$ cat src/rtl/err_status_reg.sv
module err_status_reg #(
  parameter int ERR_W   = 8,
  parameter int DATA_W  = 32,
  parameter int ILL_BIT = 7,
  parameter int MASK_BIT = 16,
  parameter int VEC_W   = 8
) (
  input  logic              clk,
  input  logic              rst_n,
  input  logic [ERR_W-1:0]  err_evt,
  input  logic              reg_wr,
  input  logic [DATA_W-1:0] reg_wdata,
  input  logic              ext_mode,
  input  logic [31:0]       lvt_entry,
  output logic [ERR_W-1:0]  rd_data,
  output logic              irq_pulse,
  output logic [VEC_W-1:0]  irq_vector
);

  localparam logic [ERR_W-1:0] ILL_MASK = ERR_W'(1) << ILL_BIT;

  logic [ERR_W-1:0] pend_q, vis_q;
  logic [ERR_W-1:0] base, evt_all;
  logic             illegal_wr, fire;

  assign illegal_wr = reg_wr && ext_mode && (reg_wdata != '0);
  assign evt_all    = err_evt | (illegal_wr ? ILL_MASK : '0);
  assign base       = reg_wr ? '0 : pend_q;
  assign fire       = (base == '0) && (evt_all != '0) && !lvt_entry[MASK_BIT];

  always_ff @(posedge clk or negedge rst_n) begin
    if (!rst_n) begin
      pend_q     <= '0;
      vis_q      <= '0;
      irq_pulse  <= 1'b0;
      irq_vector <= '0;
    end else begin
      pend_q    <= base | evt_all;
      if (reg_wr) vis_q <= pend_q;
      irq_pulse <= fire;
      if (fire) irq_vector <= lvt_entry[VEC_W-1:0];
    end
  end

  assign rd_data = vis_q;

  AST_WR_PUBLISH: assert property (@(posedge clk) disable iff (!rst_n)
    reg_wr |=> rd_data == $past(pend_q));
  AST_WR_CLEAR: assert property (@(posedge clk) disable iff (!rst_n)
    reg_wr |=> pend_q == $past(evt_all));
  AST_READ_STABLE: assert property (@(posedge clk) disable iff (!rst_n)
    !reg_wr |=> $stable(rd_data));
  AST_PEND_KEEPS: assert property (@(posedge clk) disable iff (!rst_n)
    !reg_wr |=> (pend_q & $past(pend_q)) == $past(pend_q));
  AST_ONE_SHOT: assert property (@(posedge clk) disable iff (!rst_n)
    irq_pulse |-> $past(reg_wr || pend_q == '0));
  AST_NEEDS_ERR: assert property (@(posedge clk) disable iff (!rst_n)
    irq_pulse |-> $past(err_evt != '0 || illegal_wr));
  AST_VECTOR: assert property (@(posedge clk) disable iff (!rst_n)
    irq_pulse |-> irq_vector == $past(lvt_entry[VEC_W-1:0]));
  AST_MASKED: assert property (@(posedge clk) disable iff (!rst_n)
    irq_pulse |-> !$past(lvt_entry[MASK_BIT]));

endmodule

$ cat config.mk
export PLATFORM = sky130hd
export DESIGN_NAME = err_status_reg
export DESIGN_NICKNAME = d
export VERILOG_FILES = /design/src/rtl/err_status_reg.sv
export SDC_FILE = /design/constraint.sdc
export NUM_CORES = 1
export LEC_CHECK = 0
export BUFFER_PORTS_ARGS = -buffer_cell sky130_fd_sc_hd__buf_2
export CAP_MARGIN = 20
export CORE_MARGIN = 10
export CORE_UTILIZATION = 30
export DETAILED_ROUTE_END_ITERATION = 10
export PLACE_DENSITY = 0.69
export REMOVE_ABC_BUFFERS = 1
export SLEW_MARGIN = 40
export SYNTH_ARGS = -nofsm -noshare
export SYNTH_HDL_FRONTEND = slang
export SYNTH_SLANG_ARGS = --single-unit
$ cat constraint.sdc
create_clock -name clk -period 1.75 [get_ports clk]
set_clock_uncertainty 0.2 [all_clocks]
set_input_delay 0.2625 -clock clk [delete_from_list [all_inputs] [get_ports clk]]
set_output_delay 0.2625 -clock clk [all_outputs]
set_load 0.03 [all_outputs]
==> flow_summary.ini <==
[drt]
drt_first_pass_iters = 4
routed_wl_um = 3589
vias_per_cell = 4.667
drt-initial-drc-count = 32
vias = 994
drc = 0
routedWlPerCell_um = 16.85
ant_nets = 0

[timing]
max_freq_ghz = 0.5472
setup_slack_ps = -77.37
whs_ps = 32.49
setup_viol = 8
rsz0062_at_grt = yes
post-route-period-util_pct = 104.4
relSlewSlack_pct = 63.61
slew_viol_final = 0
worstMarginPinSlew_ps = 545.8
post-route-min-period_ps = 1827
hold_violations = 0

[floorplan]
start_util_pct = 31.20
dieArea_mm2 = 0.006226
core.rowCount = 21
core-area_mm2 = 0.003337
num_io_pins = 93
dieHeight_um = 78.91
die_w_um = 78.91

[cells_and_area]
post-route-util_pct = 52.08
diodes = 0
drive_above_1_share_pct = 65.27
area_delta_synth_final_pct = 66.95
nets = 244

[clock_tree]
clock_sinks = 25
cts_setup_buffers = 0
clockRootBuffer = clkbuf_4
tritoncts = done
clk_pin_slew_ps = 130
cts.path.max_buffers = 2
h-tree-depth = 1
worstSkewPairLatency_ps = 310
cts_inserted_buffers = 3

[yosys]
synth_cell_types = 17
ys_ff_latch = 25
yosys_warnings = 0
ys_seq_area_share_pct = 60.10
synth_top_area_share_pct = 60.10
synthesis.area_mm2 = 0.001041
syn_inst = 71
yosys.area.top_type = dfrtp_1
syn_area_per_cell_um2 = 14.66
yosys-top-cells-area = dfrtp_1, mux2_4, mux2_2

[global_route]
grt_pass1_vias = 1171
grt_usage_pct = 10.87
antenna_found_initial = 0
grt_pass1_wl_um = 5464
grt_max_degree = 26
grt_overflow = 0

[critical_path]
path_cells = nor4_4, a21oi_2, nor2_2, o31a_4, mux2_4
slowest_delay_ps = 430
cp-start-kind = flop
worstSetupEndpointType = flop
slowest_stage = dfrtp_1
worst_ep_arrival_time_ps = 1840
cp_max_fo = 5
worst-setup-path-type = flop to flop
crit_required_ps = 1760

[run_status]
status = finished, violations left
violations = negative setup slack

[run]
maxCapViolCount = 0

[pwr]
vdd_drop_max_v = 0.0004880
leakagePower_nw = 0.8504
powerDensity_mw_per_mm2 = 759.4

[place]
dp_hpwl_um = 2884
gp_congestion = 0.9491
port_buffers = 69

[min_path]
min_path_type = input port to flop
cell type report:
class                      count  area [um^2]
timing repair buffer          93        558.0
clock buffer                   3        22.52
sequential                    25        625.6
fill                         306         1599
inverter                       1        3.754
tap                           46        57.56
multi-input combinational     44        465.4
clock inverter                 1        5.005
critical path: cells and delay by family (launching register included):
kind | cells | cell delay, ps
simple gates | 2 | 470
flops | 1 | 430
compound gates | 2 | 310
mux | 1 | 310
flip-flops by register name, indices dropped and copies added (netlist names):
| signal | count |
|---|---|
| pend_q | 8 |
| rd_data | 8 |
| irq_vector | 8 |
| irq_pulse | 1 |
per-layer routing:
layer,vias up,part of all wire [%],track usage [%]
met3,4,14,6.081
met4,0,0.81,3.226
met1,454,44,11.50
met5,-,0,0
met2,68,41,18.17
li1,468,-,-
cells by family (layout without fill, tap and decap cells):
group,Yosys count,after routing,share of synthesized area [%]
buffers and inverters,3,98,1.802
and+or+nand+nor,16,16,9.614
muxes,16,16,20.19
AOI/OAI and AO/OA,11,12,8.293
DFF,25,25,60.10
where the power goes:
part	leakage, nW	internal [W]	switching, W	total [W]
Clock	0.0177	0.0000854	0.000163	0.000249
Sequential	0.278	0.000639	0.0000422	0.000681
Combinational	0.555	0.000185	0.000205	0.000390
Total	0.850	0.000910	0.000410	0.00132
cells in the mapped netlist:
master,n
a211o_2,1
a21o_1,7
a21oi_1,1
buf_6,1
clkbuf_1,1
dfrtp_1,25
inv_1,1
mux2_2,8
mux2_4,8
nand2_1,1
nand4_1,2
nor2_1,1
nor3_1,1
nor4_1,10
nor4_2,1
o211a_1,1
o31a_1,1
final timing paths:
path,from,to,slack (ps),depth (start not counted)
max,pend_q[2]$_DFF_PN0_,irq_vector[5]$_DFFE_PN0P_,-80,5
min,err_evt[1],pend_q[1]$_DFF_PN0_,30,3
max reg2reg,pend_q[2]$_DFF_PN0_,irq_vector[5]$_DFFE_PN0P_,-80,5
min reg2reg,rd_data[4]$_DFFE_PN0P_,rd_data[4]$_DFFE_PN0P_,320,1
max in group asynchronous,rst_n,irq_vector[3]$_DFFE_PN0P_,730,2
min in group asynchronous,rst_n,pend_q[3]$_DFF_PN0_,260,2
cell usage in the layout, fill, tap and decap left out:
master | Yosys | final
a21oi_2 | 0 | 1
o211a_1 | 1 | 1
nor4_4 | 0 | 2
nand2_1 | 1 | 1
mux2_2 | 8 | 8
nand4_1 | 2 | 2
mux2_4 | 8 | 8
dfrtp_1 | 25 | 25
nor3_1 | 1 | 1
a21o_1 | 7 | 7
inv_1 | 1 | 1
buf_2 | 0 | 69
o31a_4 | 0 | 2
nor4_1 | 10 | 7
dlygate4sd3_1 | 0 | 13
a211o_2 | 1 | 1
clkbuf_4 | 0 | 3
clkinv_2 | 0 | 1
nor4_2 | 1 | 2
nor2_2 | 0 | 1
buf_4 | 0 | 11
metrics by stage:
step | setup slack (ps) | total power [W] | instances | setup TNS (ps) | instance area (um^2)
after global routing | -176.1 | 0.001384 | 213 | -1332 | 1738
final | -77.37 | 0.001320 | 213 | -462.2 | 1738
after detailed placement | -541.7 | 0.001048 | 195 | -4531 | 1511
after floorplan | -156.6 | 0.0008707 | 69 | -1253 | 1026
after CTS | -75.77 | 0.001329 | 212 | -488.3 | 1697
after global placement | -408.3 | 0.001035 | 195 | -3401 | 1511
what timing repair did:
action,in CTS,in global routing
hold endpoints to repair,37,0
setup endpoints to repair,9,8
gates cloned,0,1
pin swaps,0,4
gates resized for setup,5,5
hold buffers,13,0
No activity file was read; power rests on OpenSTA's default activity.
